[src/rtl/pws_pkg.sv]
`timescale 1ns/1ps
package pws_pkg;
    localparam int WORD_W      = 20;
    localparam int VID_W       = 18;
    localparam int CTL_W       = 9;
    localparam int REP_N       = 5;
    localparam int REP_K       = 3;
    localparam int SINGLE_BASE = 1 + REP_N * REP_K;
    localparam int HIST_N      = 5;
    localparam int PIPE_N      = 2;
    localparam int CNT_W       = $clog2(WORD_W);
    localparam int POP_W       = $clog2(WORD_W + 1);
    localparam int RD_W        = POP_W + 2;

    localparam logic [WORD_W-1:0] ENT_A  = 20'hAAAAA;
    localparam logic [WORD_W-1:0] ENT_B  = 20'hF0F0A;
    localparam logic [WORD_W-1:0] EXIT_A = 20'h0F0FA;
    localparam logic [WORD_W-1:0] EXIT_B = 20'h5555A;

    typedef struct packed {
        logic [HIST_N-2:0]             de_h;
        logic [PIPE_N-1:0][VID_W-1:0]  vid;
        logic [PIPE_N-1:0][CTL_W-1:0]  ctl;
        logic [RD_W-1:0]               rd;
    } fr_state_t;
endpackage

[src/rtl/pws_bit_timer.sv]
`timescale 1ns/1ps
module pws_bit_timer
    import pws_pkg::*;
(
    input  logic             clk,
    input  logic             rst_n,
    output logic [CNT_W-1:0] cnt_o,
    output logic             step_o
);
    logic [CNT_W-1:0] cnt_d, cnt_q;

    always_comb begin
        step_o = (cnt_q == CNT_W'(WORD_W - 1));
        cnt_d  = step_o ? '0 : cnt_q + 1'b1;
    end

    always_ff @(posedge clk) begin
        if (!rst_n) cnt_q <= '0;
        else        cnt_q <= cnt_d;
    end

    assign cnt_o = cnt_q;
endmodule

[src/rtl/pws_word_builder.sv]
`timescale 1ns/1ps
module pws_word_builder
    import pws_pkg::*;
(
    input  logic [HIST_N-1:0] de_hist_i,
    input  logic [VID_W-1:0]  vid_i,
    input  logic [CTL_W-1:0]  ctl_i,
    input  logic [RD_W-1:0]   rd_i,
    output logic [WORD_W-1:0] word_o,
    output logic [RD_W-1:0]   rd_o
);
    localparam logic [POP_W-1:0] HALF = POP_W'(WORD_W / 2);

    logic [WORD_W-1:0] ctl_word, vid_plain, vid_flip;
    logic [POP_W-1:0]  pop_plain, pop_sent;
    logic              rd_pos, rd_neg, flip, is_vid;

    always_comb begin
        ctl_word = '0;
        for (int i = 0; i < REP_N; i++)
            ctl_word[1 + REP_K*i +: REP_K] = {REP_K{ctl_i[i]}};
        for (int i = 0; i < CTL_W - REP_N; i++)
            ctl_word[SINGLE_BASE + i] = ctl_i[REP_N + i];
    end

    always_comb begin
        vid_plain = {vid_i, 1'b0, 1'b1};
        vid_flip  = {~vid_i, 1'b1, 1'b1};
        pop_plain = POP_W'($countones(vid_plain));
        rd_neg    = rd_i[RD_W-1];
        rd_pos    = !rd_neg && (rd_i != '0);
        flip      = (rd_pos && pop_plain > HALF) || (rd_neg && pop_plain < HALF);
    end

    always_comb begin
        is_vid = 1'b0;
        if (de_hist_i[2]) begin
            is_vid = 1'b1;
            word_o = flip ? vid_flip : vid_plain;
        end else if (de_hist_i[3]) begin
            word_o = EXIT_A;
        end else if (de_hist_i[4]) begin
            word_o = EXIT_B;
        end else if (de_hist_i[1]) begin
            word_o = ENT_B;
        end else if (de_hist_i[0]) begin
            word_o = ENT_A;
        end else begin
            word_o = ctl_word;
        end
    end

    always_comb begin
        pop_sent = POP_W'($countones(word_o));
        rd_o     = is_vid ? rd_i + ((RD_W'(pop_sent) - RD_W'(HALF)) << 1) : rd_i;
    end
endmodule

[src/rtl/pws_shifter.sv]
`timescale 1ns/1ps
module pws_shifter
    import pws_pkg::*;
(
    input  logic              clk,
    input  logic              rst_n,
    input  logic              load_i,
    input  logic [WORD_W-1:0] word_i,
    output logic [WORD_W-1:0] sh_o,
    output logic              ser_o
);
    logic [WORD_W-1:0] sh_d, sh_q;

    always_comb begin
        sh_d = load_i ? word_i : {1'b0, sh_q[WORD_W-1:1]};
    end

    always_ff @(posedge clk) begin
        if (!rst_n) sh_q <= '0;
        else        sh_q <= sh_d;
    end

    assign sh_o  = sh_q;
    assign ser_o = sh_q[0];
endmodule

[src/rtl/phase_word_serializer.sv]
`timescale 1ns/1ps
module phase_word_serializer
    import pws_pkg::*;
(
    input  logic             clk_bit,
    input  logic             rst_n,
    input  logic             de_i,
    input  logic [VID_W-1:0] vid_i,
    input  logic [CTL_W-1:0] ctl_i,
    output logic             ser_o,
    output logic             pix_stb_o
);
    fr_state_t         st_d, st_q;
    logic              step;
    logic [CNT_W-1:0]  cnt;
    logic [WORD_W-1:0] word, sh;
    logic [RD_W-1:0]   rd_nxt, rd_q;
    logic [HIST_N-1:0] de_hist;
    logic [VID_W-1:0]  vid_m;
    logic [CTL_W-1:0]  ctl_m;

    assign de_hist = {st_q.de_h, de_i};
    assign vid_m   = st_q.vid[PIPE_N-1];
    assign ctl_m   = st_q.ctl[PIPE_N-1];
    assign rd_q    = st_q.rd;

    pws_bit_timer u_timer (
        .clk    (clk_bit),
        .rst_n  (rst_n),
        .cnt_o  (cnt),
        .step_o (step)
    );

    pws_word_builder u_build (
        .de_hist_i (de_hist),
        .vid_i     (vid_m),
        .ctl_i     (ctl_m),
        .rd_i      (rd_q),
        .word_o    (word),
        .rd_o      (rd_nxt)
    );

    pws_shifter u_shift (
        .clk    (clk_bit),
        .rst_n  (rst_n),
        .load_i (step),
        .word_i (word),
        .sh_o   (sh),
        .ser_o  (ser_o)
    );

    always_comb begin
        st_d = st_q;
        if (step) begin
            st_d.de_h = {st_q.de_h[HIST_N-3:0], de_i};
            st_d.vid  = {st_q.vid[PIPE_N-2:0], vid_i};
            st_d.ctl  = {st_q.ctl[PIPE_N-2:0], ctl_i};
            st_d.rd   = rd_nxt;
        end
    end

    always_ff @(posedge clk_bit) begin
        if (!rst_n) st_q <= '0;
        else        st_q <= st_d;
    end

    assign pix_stb_o = step;
endmodule

[config.mk]
export PLATFORM = sky130hd
export DESIGN_NAME = phase_word_serializer
export DESIGN_NICKNAME = d
export VERILOG_FILES = /design/src/rtl/pws_pkg.sv /design/src/rtl/pws_bit_timer.sv /design/src/rtl/pws_word_builder.sv /design/src/rtl/pws_shifter.sv /design/src/rtl/phase_word_serializer.sv
export SDC_FILE = /design/constraint.sdc
export NUM_CORES = 1
export LEC_CHECK = 0
export ABC_AREA = 1
export CAP_MARGIN = 5
export CORE_MARGIN = 8
export CORE_UTILIZATION = 48
export CTS_CLUSTER_DIAMETER = 50
export CTS_CLUSTER_SIZE = 8
export DETAILED_ROUTE_END_ITERATION = 6
export PLACE_DENSITY_LB_ADDON = 0.15
export REMOVE_ABC_BUFFERS = 1
export SETUP_SLACK_MARGIN = 0.3
export SLEW_MARGIN = 20
export SYNTH_ARGS = -nofsm -noshare
export SYNTH_HDL_FRONTEND = slang
export SYNTH_HIERARCHICAL = 1
export SYNTH_SLANG_ARGS = --single-unit
[constraint.sdc]
create_clock -name clk_bit -period 19.35 [get_ports clk_bit]
set_input_delay 1.935 -clock clk_bit [delete_from_list [all_inputs] [get_ports clk_bit]]
set_output_delay 1.935 -clock clk_bit [all_outputs]
set_load 0.01 [all_outputs]
# Word level (Yosys, flattened, before mapping)
# Cells that the tools add are included.
word_totals:
  word_cells: 71
  input_bits: 30
  output_inout_bits: 2
  register_bits: 90
classes:
  bitwise_logic: 2
  n_lt_le_gt_ge: 2
  n_addsub: 40
  n_reduce_logical: 9
  muxes: 8
  n_eq_ne: 1
op_table:
  columns: ["cell", "n"]
  rows:
  - ["20-bit two-way mux", 6]
  - ["5-bit adder", 17]
  - ["1-bit by 1-bit adder with 2-bit output", 19]
  - ["19-bit two-way mux", 1]
  - ["18-bit NOT", 1]
  - ["7-bit adder", 1]
  - ["7-bit nonzero test", 1]
  - ["5-bit by 4-bit subtractor with 6-bit output (second input constant)", 1]
  - ["1-bit by 5-bit adder with 5-bit output (first input constant)", 1]
  - ["5-bit by 1-bit adder with 5-bit output (second input constant)", 1]
  - ["5-bit equality test (second input constant)", 1]
  - ["5-bit by 4-bit greater-than comparator with 1-bit output (second input constant)", 1]
  - ["5-bit by 4-bit less-than comparator with 1-bit output (second input constant)", 1]
  - ["2-bit AND reduction", 2]
  - ["1-bit logical AND", 3]
  - ["2-bit OR reduction", 1]
  - ["1-bit logical NOT", 1]
  - ["1-bit logical OR", 1]
  - ["1-bit two-way mux", 1]
  - ["1-bit NOT", 1]

# Depth between registers and ports, before layout
logic_depth:
  depth_word: 17
  ltp_mapped: 47
  mapped_depth_nobuf: 47

# By module
# Netlist, hierarchy kept.
by_module_without_submodules:
  columns: ["mod", "instances", "seq_area_each_um2", "cells_each", "area_per_inst_um2"]
  rows:
  - ["phase_word_serializer", 1, 1301.2, 411, 2625.0]
  - ["pws_word_builder", 1, 0.0, 314, 2098.3]
  - ["pws_shifter", 1, 400.4, 123, 809.5]
  - ["pws_bit_timer", 1, 100.1, 31, 231.5]

# Least setup slack after synthesis
# OpenSTA, ideal clock, no wires.
synth_timing:
  path_kind: "register to register"
  start: "reg st_q, in the netlist vid_m[4]"
  end: "reg st_q, in the netlist rd_q[6]"
  path_buffers: 1
  path_slack_ns: 10.210
  required_time_ns: 19.237
  stages_incl_launch_ff: 47
  synth_period_minus_slack_ns: 9.140
  arrival_ns: 9.027
  setup_time_ns: 0.113
  cell_sequence: "dfxtp_1 -> inv_1 -> fa_1 -> fa_1 -> fa_1 -> fa_1 -> fa_1 -> inv_1 -> fa_1 -> inv_1 -> fa_1 -> nor2_1 -> nand3_2 -> nor2_2 -> nand3_2 -> nand3_4 -> nand2_4 -> buf_6 -> (+11 left out) -> ha_1 -> fa_1 -> xor2_1 -> ha_1 -> nand3_1 -> nand3_1 -> nand2_1 -> nand2_1 -> nand2_1 -> nand2_1 -> nand3_1 -> nand3_1 -> nand2_1 -> nand2_1 -> inv_1 -> nand2_1 -> nand2_1 -> nor2_1"
synth_between:
  elab_chain_cells: 17
  elab_cells_between_ends: 34
  classes_between: "add/sub: 26; order compare: 2; mux: 2; bitwise: 1; reduce/logical: 3"
synth_lines:
  columns: ["element", "line_no", "source"]
  rows:
  - ["start: declaration", "phase_word_serializer.sv:13", "fr_state_t st_d, st_q;"]
  - ["start signal: assignment", "phase_word_serializer.sv:64", "else st_q <= st_d;"]
  - ["1-bit by 1-bit adder with 2-bit output (implied by the code) *", "pws_word_builder.sv:29", "pop_plain = POP_W'($countones(vid_plain));"]
  - ["5-bit adder (implied by the code) * (4 in series)", "pws_word_builder.sv:29", null]
  - ["5-bit by 4-bit greater-than comparator with 1-bit output / 5-bit by 4-bit less-than comparator with 1-bit output (equally long branches)", "pws_word_builder.sv:32", "flip = (rd_pos && pop_plain > HALF) || (rd_neg && pop_plain < HALF);"]
  - ["1-bit logical AND", "pws_word_builder.sv:32", null]
  - ["1-bit logical OR *", "pws_word_builder.sv:32", null]
  - ["20-bit two-way mux *", "pws_word_builder.sv:39", "word_o = flip ? vid_flip : vid_plain;"]
  - ["20-bit two-way mux *", "pws_word_builder.sv:37", "if (de_hist_i[2]) begin"]
  - ["via word[11]", "phase_word_serializer.sv:16", "logic [WORD_W-1:0] word, sh;"]
  - ["1-bit by 1-bit adder with 2-bit output (implied by the code) *", "pws_word_builder.sv:54", "pop_sent = POP_W'($countones(word_o));"]
  - ["5-bit adder (implied by the code) * (4 in series)", "pws_word_builder.sv:54", null]
  - ["5-bit by 4-bit subtractor with 6-bit output *", "pws_word_builder.sv:55", "rd_o = is_vid ? rd_i + ((RD_W'(pop_sent) - RD_W'(HALF)) << 1) : rd_i;"]
  - ["7-bit adder *", "pws_word_builder.sv:55", null]
# Mark *: on every way through the listed nets, which the timed path passes. The rest lies on a longest branch.
# A chain may end at the register's enable or synchronous reset.

# Final worst setup path
# Same ends and word-level chain as after synthesis.

==> Implementation_results.wiki <==
{| class="wikitable"
! Metric !! Value
|-
| Int Power || 300 uW
|-
| Pin count of the biggest net entering global routing || 112
|-
| Global placer's final weighted congestion || 0.842
|-
| Die height || 126 um
|-
| Via count || 4808
|-
| Commonest cells after routing, fill and taps aside || 231 x sky130_fd_sc_hd__nand2_1, 193 x sky130_fd_sc_hd__nor2_1, 164 x sky130_fd_sc_hd__inv_1, 90 x sky130_fd_sc_hd__dfxtp_1, 37 x sky130_fd_sc_hd__nand3_1
|-
| Fill cell total of the finished layout || 1238
|-
| Reg-to-Reg Start || vid_m[4]
|-
| Total count of hold-check failures in the final report || 0
|-
| Final Max Slew Viols || 0
|-
| Commonest non-fill, non-tap cell in the layout || sky130_fd_sc_hd__nand2_1
|-
| Synthesized instance count || 878
|-
| FF-to-FF setup slack || 9650 ps
|-
| Cell area after synthesis || 5760 um^2
|-
| Total Wirelength || 11.7 mm
|-
| Met1 track demand over resource in global routing || 0.209
|-
| Slowest cell on crit path || sky130_fd_sc_hd__fa_1
|-
| Worst reg-to-reg path cell count || 45
|-
| Met2 track demand over resource || 0.244
|-
| Share of total power in sequential cells || 0.460
|-
| Footprint of the multi-input gates || 3120 um^2
|-
| # hold bufs at CTS || 0
|-
| RSZ-0062 raised after global routing || no
|-
| Number of clock buffers inserted by TritonCTS || 9
|-
| Top cell family by delay on the critical path || adder cells
|-
| Cell at the root of the clock tree || sky130_fd_sc_hd__clkbuf_16
|-
| IO Count || 32
|-
| CTS Buffer Depth || 2
|-
| Final setup fails || 0
|-
| Buf+Inv Stages, Crit Path || 8
|-
| Total design power || 405 uW
|-
| Pre-Repair DR Iteration Count || 4
|-
| Count of antenna-violating nets left after detailed routing || 0
|-
| Worst clock skew on the final layout || 9.80 ps
|-
| Via count of the first global-routing pass || 4440
|-
| Type of the most critical hold path || reg2reg
|-
| Share of the cycle needed by the critical path after routing || 0.501
|-
| Worst vdd rail ir drop || 0.0516 mV
|-
| Vias per Instance || 4.62
|-
| Worst slack at placement || 9620 ps
|-
| Switching Share || 0.258
|-
| Fraction of final layout cells with drive strength greater than 1 || 0.0582
|-
| Worst flop-to-flop path endpoint || rd_q[6]
|-
| DR iter-0 viols || 321
|-
| Clock network fraction of design power || 0.408
|-
| Startpoint Class || flip-flop
|-
| Worst rel slew slack || 0.336
|-
| Net count of the finished layout || 967
|-
| Detailed Place HPWL || 8.54 mm
|-
| Actual slew at the worst max-slew pin || 996 ps
|-
| Critical Path RT || 19600 ps
|-
| Synthesized area per cell || 6.56 um^2
|-
| Time the worst path needs with I/O delays and setup || 9700 ps
|-
| TritonCTS clock tree || yes
|-
| Wire length per cell after detailed routing || 11.3 um
|-
| Quantity of gates resized following cts || 0
|-
| Endpoint, Worst Hold || u_shift/sh_o[16]
|-
| GRT busiest layer || met2
|-
| Total overflow reported by the global router || 0
|-
| Horizontal extent of the die || 126 um
|-
| H-tree depth || 3
|-
| Post-CTS Setup Bufs || 0
|-
| Maximum cell stage delay along the critical path || 560 ps
|-
| Drt drc || 0
|-
| Initial core utilization || 0.485
|-
| Crit-path most repeated cell || sky130_fd_sc_hd__fa_1
|-
| Area of the die || 15800 um^2
|-
| Storage element area || 1800 um^2
|-
| Post-Route Setup TNS || 0 ps
|-
| Pwr/cell area || 63.6 nW/um^2
|-
| Antenna fix cells || 0
|-
| Area overhead of the layout relative to synthesis || 10.5%
|-
| Static leakage || 2.93 nW
|-
| Number of antenna violations at the first check in global routing || 0
|-
| PortBufs || 31
|-
| Placeable core area || 11900 um^2
|-
| Clock latency of the later-clocked register in the worst-skew pair || 350 ps
|-
| Global router's overall resource usage || 0.158
|-
| Maximum net fanout on the critical path || 17
|-
| Global-route wire length before repair || 20.4 mm
|-
| Type of the worst setup path || reg2reg
|-
| Result of the run || complete, no violations
|-
| Comb power frac || 0.131
|-
| Clk pin slew, worst setup/hold paths || 70 ps
|-
| Source of the worst hold timing path || u_shift/sh_o[17]
|-
| Category of the worst setup path capture point || flip-flop
|-
| Worst hold path stage count || 2
|-
| Max Cap Violations || 0
|-
| CP Data Arrival Time || 9950 ps
|-
| Number of standard-cell rows in the floorplan || 40
|-
| Global routing met3 resource utilization || 0.0353
|-
| Synth Warn # || 6
|-
| Achievable frequency || 103 MHz
|-
| Switching component of the power || 104 uW
|-
| CTS sink count || 90
|-
| Min setup slack post-route || 9650 ps
|}
## how the worst max path moves through the flow
stage	from	endpoint	slack (ps)	cells past startpoint
after floorplan	vid_m[4]	rd_q[6]	10030	45
after global placement	vid_m[4]	rd_q[6]	9880	45
after detailed placement	vid_m[4]	rd_q[6]	9620	45
after CTS	vid_m[4]	rd_q[6]	9630	45
after global routing	vid_m[4]	rd_q[6]	9020	45
final	vid_m[4]	rd_q[6]	9650	45
## cell type report
type	instances	area share
Clock buffer	11	0.0381
Clock inverter	5	0.00610
Inverter	171	0.101
Multi-Input combinational cell	581	0.490
Sequential cell	90	0.283
Tap cell	147	0.0289
Timing Repair Buffer	35	0.0527
## worst register-to-register path, delay by kind of cell, from the launching register on
kind	cells	cell delay, ps
xor gates and xnor gates	1	160
adders and majority gates	15	6690
buffers and inverters	8	460
DFF	1	350
and+or+nand+nor	21	1950
## sequential cells by signal, indices dropped and copies added (netlist names)
register / flops
rd_q: 7
ctl_m: 9
vid_m: 18
st_q: 27
de_hist: 4
u_shift/sh_o: 20
u_timer/cnt_o: 5
## metrics by stage
step | std cells | instance area, um^2 | hold slack, ps | util
2_1_floorplan | 842 | 5560 | 425 | -
4_1_cts | 1040 | 6360 | 446 | 0.536
3_3_place_gp | 1024 | 6080 | 432 | 0.513
5_1_grt | 1040 | 6360 | 470 | 0.536
6_report | 1040 | 6360 | 443 | 0.536
3_5_place_dp | 1024 | 6080 | 436 | 0.513
## routing by layer
metal	wire length, um	vias to the layer above
li1	-	2597
met1	5860	2133
met2	5330	62
met3	335	16
met4	227	0
met5	0	-
## power groups by stage
stage / clock network [mW] / registers, mW / logic (mW)
CTS: 0.171 / 0.186 / 0.0539
floorplan: 0 / 0.190 / 0.0367
detailed placement: 0 / 0.191 / 0.0541
global route: 0.179 / 0.186 / 0.0624
global placement: 0 / 0.190 / 0.0526
finish: 0.165 / 0.186 / 0.0532
No activity file was read; power rests on OpenSTA's default activity.
